## src/rtl/srm_pkg.sv

```systemverilog
package srm_pkg;
  localparam int unsigned SRM_CNT_W = 10;

  typedef enum logic {
    SRM_RATE_60 = 1'b0,
    SRM_RATE_50 = 1'b1
  } srm_rate_e;
endpackage

```

## src/rtl/srm_sync_rise.sv

```systemverilog
module srm_sync_rise #(
  parameter int STAGES = 2
) (
  input  logic clk_i,
  input  logic rst_i,
  input  logic d_i,
  output logic rise_o
);
  // STAGES flops for metastability, one more to detect the edge
  logic [STAGES:0] pipe_q;

  always_ff @(posedge clk_i) begin
    if (rst_i) pipe_q <= '0;
    else       pipe_q <= {pipe_q[STAGES-1:0], d_i};
  end

  assign rise_o = pipe_q[STAGES-1] & ~pipe_q[STAGES];
endmodule

```

## src/rtl/srm_h_meter.sv

```systemverilog
module srm_h_meter #(
  parameter int CNT_W    = 10,
  parameter int GATE_CYC = 20000
) (
  input  logic             clk_i,
  input  logic             rst_i,
  input  logic             freeze_i,
  input  logic             rise_i,
  output logic             done_o,
  output logic [CNT_W-1:0] count_o
);
  localparam int GW = (GATE_CYC > 1) ? $clog2(GATE_CYC) : 1;
  localparam logic [CNT_W-1:0] CMAX = '1;
  localparam logic [GW-1:0]    GLAST = GW'(GATE_CYC - 1);

  logic [GW-1:0]    gate_q;
  logic [CNT_W-1:0] acc_q, sum;

  // The edge of the closing cycle is folded into the result
  assign sum    = (rise_i && acc_q != CMAX) ? acc_q + CNT_W'(1) : acc_q;
  assign done_o = !freeze_i && (gate_q == GLAST);

  always_ff @(posedge clk_i) begin
    if (rst_i || freeze_i) begin
      gate_q <= '0;
      acc_q  <= '0;
    end else if (done_o) begin
      gate_q <= '0;
      acc_q  <= '0;
    end else begin
      gate_q <= gate_q + GW'(1);
      acc_q  <= sum;
    end
  end

  always_ff @(posedge clk_i) begin
    if (rst_i)       count_o <= '0;
    else if (done_o) count_o <= sum;
  end
endmodule

```

## src/rtl/srm_v_meter.sv

```systemverilog
module srm_v_meter #(
  parameter int CNT_W   = 10,
  parameter int REF_DIV = 128
) (
  input  logic             clk_i,
  input  logic             rst_i,
  input  logic             freeze_i,
  input  logic             rise_i,
  input  logic [CNT_W-1:0] nom_i,
  output logic             armed_o,
  output logic             tmo_o,
  output logic [CNT_W-1:0] count_o
);
  localparam int DW = (REF_DIV > 1) ? $clog2(REF_DIV) : 1;
  localparam logic [CNT_W-1:0] CMAX = '1;
  localparam logic [DW-1:0]    DLAST = DW'(REF_DIV - 1);

  logic [DW-1:0]    div_q;
  logic             tick;
  logic [CNT_W-1:0] acc_q, sum;
  logic             armed_q;

  assign tick    = (div_q == DLAST);
  assign sum     = (tick && acc_q != CMAX) ? acc_q + CNT_W'(1) : acc_q;
  // A V edge takes priority over a timeout landing in the same cycle
  assign tmo_o   = !freeze_i && !rise_i && tick && (acc_q == CMAX);
  assign armed_o = armed_q;

  always_ff @(posedge clk_i) begin
    if (rst_i || freeze_i) begin
      div_q   <= '0;
      acc_q   <= '0;
      armed_q <= 1'b0;
    end else begin
      div_q <= tick ? '0 : div_q + DW'(1);
      if (rise_i) begin
        acc_q   <= '0;
        armed_q <= 1'b1;
      end else if (tmo_o) begin
        acc_q   <= '0;
        armed_q <= 1'b0;
      end else begin
        acc_q <= sum;
      end
    end
  end

  always_ff @(posedge clk_i) begin
    if (rst_i)                               count_o <= nom_i;
    else if (!freeze_i && rise_i && armed_q) count_o <= sum;
    else if (tmo_o)                          count_o <= nom_i;
  end
endmodule

```

## src/rtl/sync_rate_meter.sv

```systemverilog
module sync_rate_meter #(
  parameter int CNT_W    = srm_pkg::SRM_CNT_W,
  parameter int GATE_CYC = 20000,
  parameter int REF_DIV  = 128,
  parameter int V_NOM_60 = 520,
  parameter int V_NOM_50 = 625
) (
  input  logic             clk_i,
  input  logic             rst_i,
  input  logic             hsync_i,
  input  logic             vsync_i,
  input  logic             dummy_i,
  input  logic             vsel_i,
  output logic [CNT_W-1:0] hcount_o,
  output logic [CNT_W-1:0] vcount_o
);
  import srm_pkg::*;

  logic [1:0]       raw_sync, rise;
  logic             h_done, v_tmo, v_armed, v_rise;
  logic [CNT_W-1:0] v_nom;

  assign raw_sync = {vsync_i, hsync_i};

  for (genvar g = 0; g < 2; g++) begin : g_sync
    srm_sync_rise #(.STAGES(2)) u_sync (
      .clk_i (clk_i),
      .rst_i (rst_i),
      .d_i   (raw_sync[g]),
      .rise_o(rise[g])
    );
  end

  assign v_rise = rise[1];
  assign v_nom  = (vsel_i == SRM_RATE_50) ? CNT_W'(V_NOM_50) : CNT_W'(V_NOM_60);

  srm_h_meter #(.CNT_W(CNT_W), .GATE_CYC(GATE_CYC)) u_h (
    .clk_i   (clk_i),
    .rst_i   (rst_i),
    .freeze_i(dummy_i),
    .rise_i  (rise[0]),
    .done_o  (h_done),
    .count_o (hcount_o)
  );

  srm_v_meter #(.CNT_W(CNT_W), .REF_DIV(REF_DIV)) u_v (
    .clk_i   (clk_i),
    .rst_i   (rst_i),
    .freeze_i(dummy_i),
    .rise_i  (v_rise),
    .nom_i   (v_nom),
    .armed_o (v_armed),
    .tmo_o   (v_tmo),
    .count_o (vcount_o)
  );
endmodule

```

## config.mk

```make
export PLATFORM = sky130hd
export DESIGN_NAME = sync_rate_meter
export DESIGN_NICKNAME = d
export VERILOG_FILES = /design/src/rtl/srm_pkg.sv /design/src/rtl/srm_sync_rise.sv /design/src/rtl/srm_h_meter.sv /design/src/rtl/srm_v_meter.sv /design/src/rtl/sync_rate_meter.sv
export SDC_FILE = /design/constraint.sdc
export NUM_CORES = 1
export LEC_CHECK = 0
export ABC_AREA = 1
export BUFFER_PORTS_ARGS = -buffer_cell sky130_fd_sc_hd__buf_2
export CORE_MARGIN = 10
export CORE_UTILIZATION = 64
export DETAILED_ROUTE_END_ITERATION = 8
export PLACE_DENSITY_LB_ADDON = 0.12
export RECOVER_POWER = 25
export SLEW_MARGIN = 0
export SYNTH_ARGS = -nofsm -noshare
export SYNTH_HDL_FRONTEND = slang
export SYNTH_SLANG_ARGS = --single-unit
```

## constraint.sdc

```tcl
create_clock -name clk_i -period 3.8 [get_ports clk_i]
set_input_delay 0.19 -clock clk_i [delete_from_list [all_inputs] [get_ports clk_i]]
set_output_delay 0.19 -clock clk_i [all_outputs]
set_load 0.01 [all_outputs]
```

=== Word-level counts from Yosys, hierarchy flattened ===
Cells that the tools add are included.

* Bits in registers: 69
* Bits of input ports: 6
* Output and inout bits: 20
* Word-level logic and storage cells: 46

* $add $sub $neg: 4
* Equal/unequal tests: 5
* Multiplexer cells: 8
* Bitwise operators: 4
* Reductions and logical operators: 16

{| class="wikitable"
|+ Operators with widths
! operator !! count
|-
| two-way mux 10 bit || 5
|-
| adder 10 x 1 -> 10 bit (second input constant) || 2
|-
| != test 10 bit (second input constant) || 2
|-
| adder 15 x 1 -> 15 bit (second input constant) || 1
|-
| == test 15 bit (second input constant) || 1
|-
| == test 10 bit (second input constant) || 1
|-
| logical AND 1 bit || 8
|-
| adder 7 x 1 -> 7 bit (second input constant) || 1
|-
| == test 7 bit (second input constant) || 1
|-
| two-way mux 7 bit || 1
|-
| OR reduction 2 bit || 2
|-
| nonzero test 3 bit || 1
|-
| OR reduction 3 bit || 1
|-
| AND 1 bit || 2
|-
| zero test 1 bit || 2
|-
| two-way mux 1 bit || 2
|-
| inverter 1 bit || 2
|-
| nonzero test 2 bit || 1
|-
| logical OR 1 bit || 1
|}

=== Logic depth before layout (Yosys ltp) ===
Gate-level depths: netlist (run 1).

* Word-level depth: 9
* Gate-level depth with buffers: 10
* Depth with buffers taken out: 10

=== Modules after synthesis ===
Synthesis (run 1) repeated with hierarchy kept, for this count alone.

* Cell total of the unflattened synthesis: 473
* Area, all modules: 3334.4 um^2

{| class="wikitable"
|+ By module, submodules not included
! module !! instances !! cells each !! area each (um^2) !! sequential area each (um^2)
|-
| srm_h_meter || 1 || 256 || 1730.4 || 700.7
|-
| srm_v_meter || 1 || 194 || 1420.1 || 660.6
|-
| srm_sync_rise || 2 || 10 || 86.3 || 60.1
|-
| sync_rate_meter || 1 || 3 || 11.3 || 0.0
|}

=== Worst setup path before layout (run 1) ===
Ideal clock, no wire load.

* Path kind: reg2reg
* Start point: reg u_v.acc_q[0]
* End point: reg u_v.count_o[0] (enable)
* Library setup time: 0.349 ns
* Data arrival time: 1.341 ns
* Required time: 3.451 ns
* Setup slack: 2.111 ns
* Cell stages (with the launch flop): 8
* Buffers on the path: 0
* Period minus slack after synthesis: 1.689 ns
* Cell sequence: dfxtp_1 > ha_1 > inv_1 > nor2_4 > nand3_4 > inv_1 > nand2_1 > nand3_1

* Longest elaborated chain between the ends: 3

{| class="wikitable"
|+ RTL lines
! element !! RTL line !! RTL
|-
| from (decl) || srm_v_meter.sv:20 || <nowiki>logic [CNT_W-1:0] acc_q, sum;</nowiki>
|-
| from (signal assigned) || srm_v_meter.sv:43 || <nowiki>acc_q <= sum;</nowiki>
|-
| == test 10 bit || srm_v_meter.sv:26 || <nowiki>assign tmo_o = !freeze_i && !rise_i && tick && (acc_q == CMAX);</nowiki>
|-
| logical AND 1 bit || srm_v_meter.sv:26 ||
|-
| nonzero test 3 bit (no source line) || n/a ||
|-
| to (signal assigned) || srm_v_meter.sv:49 || <nowiki>if (rst_i) count_o <= nom_i;</nowiki>
|-
| to (signal assigned) || srm_v_meter.sv:50 || <nowiki>else if (!freeze_i && rise_i && armed_q) count_o <= sum;</nowiki>
|-
| to (signal assigned) || srm_v_meter.sv:51 || <nowiki>else if (tmo_o) count_o <= nom_i;</nowiki>
|-
| to (decl) || srm_v_meter.sv:12 || <nowiki>output logic [CNT_W-1:0] count_o</nowiki>
|}

Every way passes these cells.
A chain may end at the register's enable or synchronous reset.

=== Final worst setup path (run 1) ===
* Start point: reg u_h.gate_q[0]
* End point: reg u_h.gate_q[4]

* Longest elaborated chain between the ends: 3
* Elaborated cells on any way between the ends: 4
* Classes of those cells: add/sub: 1; eq/ne: 1; reduce/logical: 2

{| class="wikitable"
|+ RTL lines
! element !! RTL line !! RTL
|-
| from (decl) || srm_h_meter.sv:16 || <nowiki>logic [GW-1:0] gate_q;</nowiki>
|-
| from (signal assigned) || srm_h_meter.sv:31 || <nowiki>gate_q <= gate_q + GW'(1);</nowiki>
|-
| parallel branches: the longest is 3 deep, another holds adder 15 x 1 -> 15 bit || n/a ||
|}

Parallel ways; which one is timed is not known.

==> qor.txt, run 1 <==
outcome = finished clean
Worst-Skew Late Latency = 350 ps
Chip Height = 91.0 um
number of cells on the worst reg-to-reg path = 8
hold violation total from the final report = 0
worst hold path endpoint = g_sync[1].u_sync.pipe_q[0]$_SDFF_PP0_
ys flop type = sky130_fd_sc_hd__dfxtp_1
Sw Pwr = 0.306 mW
ratio of cells with drive above 1 in the final layout = 0.0835
Setup WS pre-CTS = 1610 ps
clk_skew = 5.70 ps
post-layout minimum cycle time = 2170 ps
Syn Area/Cell = 7.28 um^2
DR pass1 iterations = 4
core area = 4820 um^2
setup repair after global routing missed its margin = false
type of element launching the critical path = flip-flop
effective utilization at floorplan = 0.671
CP arrival = 2420 ps
portion of the clock cycle consumed by the worst path in the final layout = 0.571
internal power consumption = 1.08 mW
Placement Rows = 25
number of global-route vias before repair = 2,706
vias after detailed routing = 2,831
clock tree from TritonCTS = yes
number of buffers added by the clock tree synthesis step = 9
Critical R2R Capture = u_h.gate_q[4]$_SDFF_PP0_
net switching share of the total power = 0.221
cell types with the highest counts after synthesis = sky130_fd_sc_hd__nand2_1, sky130_fd_sc_hd__inv_1, sky130_fd_sc_hd__dfxtp_1
required time of the critical path = 4050 ps
Netlist cell types = 33
core utilization of the finished layout = 0.741
synthesis-to-layout area growth = 10.5%
share of flip-flops with an asynchronous set or reset = 0
category of the worst setup path capture point = flip-flop
total power per unit cell area = 387 nW/um^2
CTS resizes = 0
share of total power in the clock network = 0.429
pin count of the biggest net entering global routing = 26
die area = 8290 um^2
hold-fix buffer count after cts = 0
I/O pin count = 26
worst setup path class = flip-flop to flip-flop
number of violations of the max-capacitance limit = 0
Detailed Route WL = 6.52 mm
Max Fanout on Critical Path = 25
RePlAce Congestion = 0.873
net total in the final layout = 484
Routed Antenna Nets = 0
launch point of the worst hold path = vsync_i
part of the Yosys area used for sequential elements = 0.459
number of design rule violations left after detail routing = 0
Setup TNS = 0 ps
Buffers on Ports = 25
combined global-route utilization of all metal layers = 0.161
Logic pwr share = 0.026
post-synth top area cell = sky130_fd_sc_hd__dfxtp_1
worst flop-to-flop path startpoint = u_h.gate_q[0]$_SDFF_PP0_
number of endpoints failing setup at the final stage = 0
H-tree depth = 3
via/cell ratio = 5.18
area share of the largest cell type after synthesis = 0.366
pin slew with the least headroom to its limit = 847 ps
clock tree root buffer cell = sky130_fd_sc_hd__clkbuf_8
Synth warnings = 0
cell count after synthesis = 444
Max Clock Freq = 461 MHz
TritonCTS sink count = 69
Reg2Reg Setup Slack = 1630 ps
IR drop worst, VDD = 0.234 mV
first-pass GRT wire length = 11.4 mm
HPWL reported at the end of detailed placement = 4.68 mm
number of synthesized flops with an enable pin = 10
sequential group share of total power = 0.544
initial detailed-routing violation count = 188
horizontal die dimension = 91.0 um
number of cells traversed by the worst hold path = 3
Max Transition Viols Final = 0
worst rel slew slack = 0.434
clock buffer depth = 2
register bit total from synthesis = 69
buffers inserted during post-CTS setup optimization = 0
Worst Hold Class = input pin to flip-flop
cell area after technology mapping = 3230 um^2
most used standard cell by instance count after synthesis = sky130_fd_sc_hd__nand2_1
initial antenna violation count = 0
cell types with the largest area share after synthesis = sky130_fd_sc_hd__dfxtp_1, sky130_fd_sc_hd__nand2_1, sky130_fd_sc_hd__edfxtp_1, sky130_fd_sc_hd__inv_1, sky130_fd_sc_hd__nand3_1
count of antenna diodes in the layout = 0
post-route setup slack = 1630 ps
overall overflow remaining after global route = 0
CTS clk-pin slew, worst paths = 80 ps
Synthesized Nets = 454
WL per Instance = 11.9 um
LEAKAGE = 1.41 nW
cells by family after synthesis:
logic type | share of synthesized area
AO/OA/AOI/OAI | 0.0798
XOR/XNOR | 0.0190
adder cells (fa/ha/maj) | 0.0155
buffers and inverters | 0.102
flip-flops | 0.459
AND/OR/NAND/NOR | 0.325
per-stage QoR:
step           cell area (um^2)  hold WS (ps)  instances  power [mW]
3_3_place_gp               3390           391        530       0.806
5_1_grt                    3570          44.6        546        1.43
4_1_cts                    3590          38.1        546        1.39
6_report                   3570          39.6        546        1.38
3_5_place_dp               3390           402        530       0.807
2_1_floorplan              3230           297        444       0.793
how the worst max path moves through the flow:
| stage | start | end | slack [ps] | cells after the start |
|---|---|---|---|---|
| floorplan | u_v.acc_q[0]$_SDFF_PP0_ | u_v.count_o[0]$_DFFE_PP_ | 2110 | 7 |
| finish | u_h.gate_q[0]$_SDFF_PP0_ | u_h.gate_q[4]$_SDFF_PP0_ | 1630 | 8 |
| global placement | u_h.gate_q[0]$_SDFF_PP0_ | u_h.gate_q[14]$_SDFF_PP0_ | 1690 | 8 |
| detailed placement | u_h.gate_q[0]$_SDFF_PP0_ | u_h.gate_q[4]$_SDFF_PP0_ | 1610 | 8 |
| global route | u_h.gate_q[0]$_SDFF_PP0_ | u_h.gate_q[4]$_SDFF_PP0_ | 1390 | 8 |
| CTS | u_h.gate_q[0]$_SDFF_PP0_ | u_h.gate_q[4]$_SDFF_PP0_ | 1610 | 8 |
power groups by stage:
| stage | combinational (mW) | sequential, mW | clock, mW |
|---|---|---|---|
| 3_5_place_dp | 0.0379 | 0.769 | 0 |
| 4_1_cts | 0.0381 | 0.752 | 0.599 |
| 3_3_place_gp | 0.0373 | 0.769 | 0 |
| 6_report | 0.0364 | 0.752 | 0.593 |
| 2_1_floorplan | 0.0215 | 0.771 | 0 |
| 5_1_grt | 0.0418 | 0.753 | 0.632 |
registers in the layout (all words and copies together) (netlist names):
| register | flops |
|---|---|
| g_sync.u_sync.pipe_q | 6 |
| u_h.acc_q | 10 |
| u_v.acc_q | 10 |
| u_h.count_o | 10 |
| u_v.count_o | 10 |
| u_h.gate_q | 15 |
| u_v.div_q | 7 |
| u_v.armed_o | 1 |
routing by layer:
layer	track usage	vias to the layer above	wire, um	share of wire
li1	-	1461	-	-
met1	0.190	1303	3000	0.46
met2	0.268	58	3080	0.47
met3	0.0494	9	341	0.052
met4	0.0640	0	95	0.015
met5	0	-	0	0
cell type report:
type / instances / area, um^2
flip-flops and latches: 69 / 1480
multi-input cells: 293 / 1420
fillers: 410 / 1250
inverters: 76 / 285
clock buffers: 10 / 138
repair buffers: 25 / 101
well taps: 67 / 83.8
clock inverters: 6 / 62.6
cells in the final DEF (no fill, tap or decap), types with 10 or more instances in the layout:
master                     netlist  layout
sky130_fd_sc_hd__clkbuf_1        1      19
sky130_fd_sc_hd__clkbuf_8        0      10
sky130_fd_sc_hd__nand2_1       111     111
sky130_fd_sc_hd__edfxtp_1       10      10
sky130_fd_sc_hd__a21oi_1        35      35
sky130_fd_sc_hd__nor2_1         50      50
sky130_fd_sc_hd__dfxtp_1        59      59
sky130_fd_sc_hd__inv_1          74      74
sky130_fd_sc_hd__nand4_1        10      10
sky130_fd_sc_hd__nand3_1        38      38
worst max-delay path, stage by stage, from the launching register on:
cell	delay, ps
sky130_fd_sc_hd__dfxtp_1	320
sky130_fd_sc_hd__ha_1	210
sky130_fd_sc_hd__nand2_1	100
sky130_fd_sc_hd__nor2_1	50
sky130_fd_sc_hd__inv_1	50
sky130_fd_sc_hd__nor2_1	40
sky130_fd_sc_hd__nand2_1	320
sky130_fd_sc_hd__nand2_1	610
sky130_fd_sc_hd__nor3b_1	370
Note: power is estimated with default switching activity, not from simulation.
==> run 2: changes to the inputs <==
--- a/config.mk
+++ b/config.mk
@@ -5,10 +5,10 @@
 export SDC_FILE = /design/constraint.sdc
 export NUM_CORES = 1
 export LEC_CHECK = 0
-export ABC_AREA = 1
+export ABC_AREA = 0
 export BUFFER_PORTS_ARGS = -buffer_cell sky130_fd_sc_hd__buf_2
 export CORE_MARGIN = 10
-export CORE_UTILIZATION = 64
+export CORE_UTILIZATION = 52
 export DETAILED_ROUTE_END_ITERATION = 8
 export PLACE_DENSITY_LB_ADDON = 0.12
 export RECOVER_POWER = 25
==> constraint.sdc (replaced) <==
create_clock -name clk_i -period 1.85 [get_ports clk_i]
set_input_delay 0.0925 -clock clk_i [delete_from_list [all_inputs] [get_ports clk_i]]
set_output_delay 0.0925 -clock clk_i [all_outputs]
set_load 0.01 [all_outputs]
==> run 2 against run 1 <==
Effect of this change: count of clock-buffer cells in the layout grew 4; core utilization shrank 8.9 points; first-iteration DRC count shrank 73%; die area grew 7.6%; register-to-register slack lost 1600 ps; global-route usage shrank 2.4 points; clock power grew 100%; clock skew grew 6.4 ps; highest routed layer unchanged.
==> qor.txt, run 2 <==
clock tree root buffer cell = sky130_fd_sc_hd__clkbuf_8 (unchanged)
IR drop worst, VDD = 0.547 mV (was 0.234 mV)
most used standard cell by instance count after synthesis = sky130_fd_sc_hd__nor2_1 (was sky130_fd_sc_hd__nand2_1)
worst rel slew slack = 0.684 (was 0.434)
combined global-route utilization of all metal layers = 0.138 (was 0.161)
maximum cell stage delay along the critical path = 430 ps (was 610 ps)
Syn Area/Cell = 9.57 um^2 (was 7.28 um^2)
pin count of the biggest net entering global routing = 26 (unchanged)
Setup WS pre-CTS = -11.9 ps (was 1610 ps)
effective utilization at floorplan = 0.530 (was 0.671)
CP arrival = 1880 ps (was 2420 ps)
ys flop type = sky130_fd_sc_hd__dfxtp_1 (unchanged)
number of design rule violations left after detail routing = 0 (unchanged)
initial antenna violation count = 0 (unchanged)
number of synthesized flops with an enable pin = 10 (unchanged)
Chip Height = 94.4 um (was 91.0 um)
net total in the final layout = 365 (was 484)
total power per unit cell area = 797 nW/um^2 (was 387 nW/um^2)
number of violations of the max-capacitance limit = 0 (unchanged)
H-tree depth = 3 (unchanged)
chain of cells forming the critical path = nand4_1 -> nor4_4 -> buf_4 -> nor4_4 -> xnor2_1 -> a21oi_1 (was ha_1 -> nand2_1 -> nor2_1 -> inv_1 -> nor2_1 -> nand2_1 -> nand2_1 -> nor3b_1)
combined flip-flop and latch cell area = 1480 um^2 (about the same)
Synthesized Nets = 311 (was 454)
post-route setup slack = 56.6 ps (was 1630 ps)
initial detailed-routing violation count = 50 (was 188)
register bit total from synthesis = 69 (unchanged)
Routed Antenna Nets = 0 (unchanged)
flip-flop count of the largest register after layout = 15 (unchanged)
clk_skew = 12.1 ps (was 5.70 ps)
hold slack = 72.5 ps (was 39.6 ps)
DR pass1 iterations = 4 (unchanged)
LEAKAGE = 1.23 nW (was 1.41 nW)
core area = 5440 um^2 (was 4820 um^2)
Netlist cell types = 41 (was 33)
Setup TNS = 0 ps (unchanged)
post-synth top area cell = sky130_fd_sc_hd__dfxtp_1 (unchanged)
clock tree from TritonCTS = yes (unchanged)
first-pass GRT wire length = 9.74 mm (was 11.4 mm)
I/O pin count = 26 (unchanged)
pin slew with the least headroom to its limit = 473 ps (was 847 ps)
Detailed Route WL = 5.67 mm (was 6.52 mm)
Max Clock Freq = 558 MHz (was 461 MHz)
number of buffers added by the clock tree synthesis step = 9 (unchanged)
RePlAce Congestion = 0.853 (was 0.873)
via/cell ratio = 5.15 (was 5.18)
WL per Instance = 13.1 um (was 11.9 um)
clock buffer depth = 2 (unchanged)
Synth warnings = 0 (unchanged)
ratio of cells with drive above 1 in the final layout = 0.178 (was 0.0835)
number of global-route vias before repair = 2,122 (was 2,706)
number of cells on the worst reg-to-reg path = 6 (was 8)
CTS clk-pin slew, worst paths = 70 ps (was 80 ps)
cell types with the highest counts after synthesis = sky130_fd_sc_hd__nor2_1, sky130_fd_sc_hd__dfxtp_1, sky130_fd_sc_hd__nand2_1 (was sky130_fd_sc_hd__nand2_1, sky130_fd_sc_hd__inv_1, sky130_fd_sc_hd__dfxtp_1)
TritonCTS sink count = 69 (unchanged)
HPWL reported at the end of detailed placement = 3.97 mm (was 4.68 mm)
cell types with the largest area share after synthesis = sky130_fd_sc_hd__dfxtp_1, sky130_fd_sc_hd__edfxtp_1, sky130_fd_sc_hd__nor2_1, sky130_fd_sc_hd__xnor2_1, sky130_fd_sc_hd__xor2_1 (was sky130_fd_sc_hd__dfxtp_1, sky130_fd_sc_hd__nand2_1, sky130_fd_sc_hd__edfxtp_1, sky130_fd_sc_hd__inv_1, sky130_fd_sc_hd__nand3_1)
most used cell along the critical path = sky130_fd_sc_hd__nor4_4 (was sky130_fd_sc_hd__nand2_1)
area share of the largest cell type after synthesis = 0.410 (was 0.366)
FILL cells = 440 (was 410)
post-layout minimum cycle time = 1790 ps (was 2170 ps)
cell count after synthesis = 301 (was 444)
overall overflow remaining after global route = 0 (unchanged)
Worst Hold Class = input pin to flip-flop (unchanged)
highest-delay cell along the critical path = sky130_fd_sc_hd__nor4_4 (was sky130_fd_sc_hd__nand2_1)
Buffers on Ports = 25 (unchanged)
cell area after technology mapping = 2880 um^2 (was 3230 um^2)
Worst-Skew Late Latency = 350 ps (about the same)
most frequent cells in the layout = sky130_fd_sc_hd__nor2_1, sky130_fd_sc_hd__dfxtp_1, sky130_fd_sc_hd__nand2_1, sky130_fd_sc_hd__buf_4, sky130_fd_sc_hd__clkbuf_1 (was sky130_fd_sc_hd__nand2_1, sky130_fd_sc_hd__inv_1, sky130_fd_sc_hd__dfxtp_1, sky130_fd_sc_hd__nor2_1, sky130_fd_sc_hd__nand3_1)
horizontal die dimension = 94.4 um (was 91.0 um)
outcome = finished clean (unchanged)
portion of the clock cycle consumed by the worst path in the final layout = 0.969 (was 0.571)
part of the Yosys area used for sequential elements = 0.514 (was 0.459)
Max Transition Viols Final = 0 (unchanged)
required time of the critical path = 1940 ps (was 4050 ps)
type of element launching the critical path = flip-flop (unchanged)
placed cell areas = 3250 um^2 (was 3390 um^2)
Power Total = 2.83 mW (was 1.38 mW)
count of antenna diodes in the layout = 0 (unchanged)
Placement Rows = 27 (was 25)
Multi-input gate area = 1430 um^2 (was 1420 um^2)
synthesis-to-layout area growth = 23.1% (was 10.5%)
number of endpoints failing setup at the final stage = 0 (unchanged)
Post-Layout Inst Area = 3550 um^2 (was 3570 um^2)
worst setup path class = flip-flop to flip-flop (unchanged)
category of the worst setup path capture point = flip-flop (unchanged)
Max Fanout on Critical Path = 6 (was 25)
Reg2Reg Setup Slack = 60 ps (was 1630 ps)
register with the most flip-flops = u_h.gate_q (unchanged)
number of cells traversed by the worst hold path = 2 (was 3)
die area = 8920 um^2 (was 8290 um^2)
commonest non-fill, non-tap cell in the layout = sky130_fd_sc_hd__nor2_1 (was sky130_fd_sc_hd__nand2_1)
hold violation total from the final report = 0 (unchanged)
vias after detailed routing = 2,223 (was 2,831)
share of flip-flops with an asynchronous set or reset = 0 (unchanged)
## run 2: cell types whose count changed in the layout (fill, tap and decap cells not counted), sizes merged, moves of 5 or more
cell    previous run  this run
nor2b              0         8
nor4               0         5
nor3               7        16
a21oi             35         6
mux2i              0         7
xnor2              3        20
nand2b             0         6
a211oi             0         7
nand3             41        13
inv               75         7
xor2               4        10
nand2            114        23
buf                6        32
o21ai             10         2
## run 2: cell families (layout without fill, tap and decap cells)
logic type	after synthesis	count (layout)	synth area share
AO/OA/AOI/OAI	20	20	0.0512
flip-flops	69	69	0.514
AND/OR/NAND/NOR	154	154	0.272
adder cells (fa/ha/maj)	4	4	0.0174
XOR/XNOR	30	30	0.0912
multiplexers	8	8	0.0282
buffers and inverters	16	75	0.0261
## run 2: worst max-delay path, delay by kind of cell, from the launching register on
family                    cells  cell delay (ps)
and+or+nand+nor               3              660
buffers and inverters         1              220
DFF                           1              380
xor gates and xnor gates      1              190
AOI/OAI and AO/OA             1               90
## run 2: worst paths after layout
check | start | to
min reg2reg | g_sync[1].u_sync.pipe_q[0]$_SDFF_PP0_ | g_sync[1].u_sync.pipe_q[1]$_SDFF_PP0_
max reg2reg | u_v.acc_q[6]$_SDFF_PP0_ | u_v.count_o[5]$_DFFE_PP_
max | u_v.acc_q[6]$_SDFF_PP0_ | u_v.count_o[5]$_DFFE_PP_
min | dummy_i | u_v.armed_o$_SDFFE_PP0P_
## run 2: layout make-up
cell class,count,share of cell area
multi-input cells,216,0.402
clock buffers,14,0.0430
clock inverters,2,0.00987
inverters,7,0.00740
well taps,72,0.0254
flip-flops and latches,69,0.418
repair buffers,52,0.0945
## run 2: repair_timing
item | 4_1_cts | 5_1_grt
pin swaps | 0 | 4
setup endpoints to repair | 3 | 25
setup buffers | 0 | 4
hold endpoints to repair | 2 | 0
gates cloned | 0 | 0
hold buffers | 2 | 0
gates resized for setup | 1 | 15
## run 2: routing by layer
layer	GRT usage	up-vias	share of wire	wire length (um)
met1	0.156	1038	0.46	2610
met4	0.0823	0	0.025	142
li1	-	1140	-	-
met2	0.228	32	0.49	2750
met5	0	-	0	0
met3	0.0357	13	0.029	163
## run 2: per-stage QoR
stage / std cells / utilization
global route: 432 / 0.652
detailed placement: 410 / 0.597
global placement: 410 / 0.597
floorplan: 301 / -
CTS: 428 / 0.636
finish: 432 / 0.652
## run 2: report_power, final
part           switching (mW)  internal, mW  total, mW
clock network           0.526         0.660       1.19
logic                  0.0572        0.0390     0.0962
registers             0.00809          1.54       1.55
==> run 3: changes to the inputs <==
--- a/config.mk
+++ b/config.mk
@@ -7,7 +7,7 @@
 export LEC_CHECK = 0
 export ABC_AREA = 0
 export BUFFER_PORTS_ARGS = -buffer_cell sky130_fd_sc_hd__buf_2
-export CORE_MARGIN = 10
+export CORE_MARGIN = 5
 export CORE_UTILIZATION = 52
 export DETAILED_ROUTE_END_ITERATION = 8
 export PLACE_DENSITY_LB_ADDON = 0.12
==> run 3 against run 2 <==
Effect of this change: maximum frequency rose by 0.54%; first-iteration DRC count increased by 44%; core utilization shrank 1.1 points; cell count decreased by 0.69%; count of clock-buffer cells in the layout is 1 lower; critical endpoint unchanged; largest cell class unchanged; largest power group unchanged; highest routed layer unchanged.
==> qor.txt, run 3 (same netlist as run 2, synthesis figures left out) <==
outcome = finished clean (unchanged)
LEAKAGE = 1.21 nW (was 1.23 nW)
CP endpoint = u_v.count_o[5]$_DFFE_PP_ (unchanged)
Max Fanout on Critical Path = 4 (was 6)
non-filler instance count after layout = 429 (was 432)
Reg2Reg Setup Slack = 70 ps (was 60 ps)
worst setup path class = flip-flop to flip-flop (unchanged)
combined flip-flop and latch cell area = 1480 um^2 (about the same)
setup repair after global routing missed its margin = true
synthesis-to-layout area growth = 21.1% (was 23.1%)
commonest non-fill, non-tap cell in the layout = sky130_fd_sc_hd__nor2_1 (unchanged)
Logic pwr share = 0.037 (was 0.034)
RePlAce Congestion = 0.843 (was 0.853)
placed cell areas = 3260 um^2 (was 3250 um^2)
register with the most flip-flops = u_h.gate_q (unchanged)
TritonCTS sink count = 69 (unchanged)
number of violations of the max-capacitance limit = 0 (unchanged)
worst flop-to-flop path startpoint = u_v.acc_q[0]$_SDFF_PP0_ (was u_v.acc_q[6]$_SDFF_PP0_)
number of cells traversed by the worst hold path = 2 (unchanged)
clock tree from TritonCTS = yes (unchanged)
count of antenna diodes in the layout = 0 (unchanged)
effective utilization at floorplan = 0.530 (unchanged)
ratio of cells with drive above 1 in the final layout = 0.168 (was 0.178)
number of endpoints failing setup at the final stage = 0 (unchanged)
clk_skew = 6.07 ps (was 12.1 ps)
portion of the clock cycle consumed by the worst path in the final layout = 0.964 (was 0.969)
share of total power in the clock network = 0.388 (was 0.419)
Critical R2R Capture = u_v.count_o[5]$_DFFE_PP_ (unchanged)
vias after detailed routing = 2,155 (was 2,223)
number of design rule violations left after detail routing = 0 (unchanged)
H-tree depth = 3 (unchanged)
first-pass GRT wire length = 9.34 mm (was 9.74 mm)
number of cells on the worst reg-to-reg path = 8 (was 6)
number of buffers added by the clock tree synthesis step = 9 (unchanged)
pin count of the biggest net entering global routing = 26 (unchanged)
net switching share of the total power = 0.209 (about the same)
Power Total = 2.69 mW (was 2.83 mW)
hold violation total from the final report = 0 (unchanged)
Post-Layout Inst Area = 3490 um^2 (was 3550 um^2)
post-layout minimum cycle time = 1780 ps (was 1790 ps)
worst setup path startpoint = u_v.acc_q[0]$_SDFF_PP0_ (was u_v.acc_q[6]$_SDFF_PP0_)
Multi-input gate area = 1400 um^2 (was 1430 um^2)
CTS clk-pin slew, worst paths = 70 ps (about the same)
internal power consumption = 2.13 mW (was 2.24 mW)
Routed Antenna Nets = 0 (unchanged)
number of global-route vias before repair = 2,093 (was 2,122)
Buffers on Ports = 25 (unchanged)
IR drop worst, VDD = 0.629 mV (was 0.547 mV)
flip-flop count of the largest register after layout = 15 (unchanged)
net total in the final layout = 364 (was 365)
Worst Hold Class = input pin to flip-flop (unchanged)
Sw Pwr = 0.563 mW (was 0.591 mW)
Max Transition Viols Final = 0 (unchanged)
initial detailed-routing violation count = 72 (was 50)
Placement Rows = 27 (unchanged)
category of the worst setup path capture point = flip-flop (unchanged)
via/cell ratio = 5.02 (was 5.15)
FILL cells = 488 (was 440)
Chip Height = 84.4 um (was 94.4 um)
core area = 5440 um^2 (unchanged)
I/O pin count = 26 (unchanged)
initial antenna violation count = 0 (unchanged)
clock tree root buffer cell = sky130_fd_sc_hd__clkbuf_8 (unchanged)
sequential group share of total power = 0.575 (was 0.547)
Max Clock Freq = 561 MHz (was 558 MHz)
horizontal die dimension = 84.4 um (was 94.4 um)
combined global-route utilization of all metal layers = 0.166 (was 0.138)
most frequent cells in the layout = sky130_fd_sc_hd__nor2_1, sky130_fd_sc_hd__dfxtp_1, sky130_fd_sc_hd__nand2_1, sky130_fd_sc_hd__buf_4 (was sky130_fd_sc_hd__nor2_1, sky130_fd_sc_hd__dfxtp_1, sky130_fd_sc_hd__nand2_1, sky130_fd_sc_hd__buf_4, sky130_fd_sc_hd__clkbuf_1)
DR pass1 iterations = 4 (unchanged)
total power per unit cell area = 771 nW/um^2 (was 797 nW/um^2)
required time of the critical path = 1930 ps (was 1940 ps)
pin slew with the least headroom to its limit = 485 ps (was 473 ps)
dpl cells = 411 (was 410)
type of element launching the critical path = flip-flop (unchanged)
Detailed Route WL = 5.36 mm (was 5.67 mm)
worst rel slew slack = 0.676 (was 0.684)
CP arrival = 1870 ps (was 1880 ps)
clock buffer depth = 2 (unchanged)
die area = 7130 um^2 (was 8920 um^2)
HPWL reported at the end of detailed placement = 3.80 mm (was 3.97 mm)
Worst-Skew Late Latency = 340 ps (was 350 ps)
overall overflow remaining after global route = 0 (unchanged)
WL per Instance = 12.5 um (was 13.1 um)
==> run 3: changes by cell type in the layout (fill, tap and decap cells not counted), sizes merged <==
cell and change:
clkinvlp +1, buf -1, clkinv -1, clkbuf -1
bufinv -1
==> run 3: what timing repair did <==
| action | in CTS | in global routing |
|---|---|---|
| endpoints found under the hold margin | 2 | 0 |
| pin swaps | 0 | 4 |
| hold buffers | 2 | 0 |
| resized for setup | 1 | 11 |
| setup buffers | 0 | 2 |
| setup endpoints to repair | 3 | 25 |
==> run 3: cell type report <==
type,count,share of cell area
flip-flops and latches,69,0.425
multi-input cells,216,0.400
repair buffers,51,0.0939
clock buffers,13,0.0455
well taps,72,0.0258
inverters,7,0.00753
clock inverters,1,0.00215
==> run 3: metal layers <==
layer	GRT usage	vias up	share of wire
met5	0	-	0
met4	0.0647	0	0.022
met3	0.0628	13	0.047
met2	0.281	30	0.48
met1	0.188	977	0.45
li1	-	1135	-
==> run 3: critical path: stages (launching register included) <==
cell                      delay [ps]
sky130_fd_sc_hd__dfxtp_1         390
sky130_fd_sc_hd__ha_4            160
sky130_fd_sc_hd__inv_2            50
sky130_fd_sc_hd__nor4_4          300
sky130_fd_sc_hd__buf_4           170
sky130_fd_sc_hd__buf_4           120
sky130_fd_sc_hd__nor4_4           40
sky130_fd_sc_hd__xnor2_1         200
sky130_fd_sc_hd__a21oi_1          90
==> run 3: stage by stage <==
stage / setup TNS [ps] / setup WS, ps / hold slack [ps] / utilization
after floorplan: 0 / 21.2 / 164 / -
after global placement: 0 / 31.5 / 302 / 0.599
after detailed placement: -6.91 / -6.91 / 306 / 0.599
after CTS: 0 / 14.5 / 71.4 / 0.633
after global routing: -19.9 / -13.3 / 89.8 / 0.642
final: 0 / 66.3 / 77.8 / 0.642
==> run 3: worst min path at each step <==
stage	startpoint	end	slack [ps]
after floorplan	rst_i	g_sync[1].u_sync.pipe_q[0]$_SDFF_PP0_	160
after global placement	vsync_i	g_sync[1].u_sync.pipe_q[0]$_SDFF_PP0_	300
after detailed placement	vsync_i	g_sync[1].u_sync.pipe_q[0]$_SDFF_PP0_	310
after CTS	vsel_i	u_v.count_o[6]$_DFFE_PP_	70
after global routing	dummy_i	u_v.div_q[2]$_SDFF_PP0_	90
final	dummy_i	u_v.div_q[4]$_SDFF_PP0_	80
==> run 3: power groups by stage <==
stage / combinational [mW] / clock (mW) / sequential [mW]
2_1_floorplan: 0.0513 / 0 / 1.59
5_1_grt: 0.110 / 1.16 / 1.55
3_5_place_dp: 0.0979 / 0 / 1.58
4_1_cts: 0.101 / 1.08 / 1.55
6_report: 0.0988 / 1.04 / 1.55
3_3_place_gp: 0.0969 / 0 / 1.58
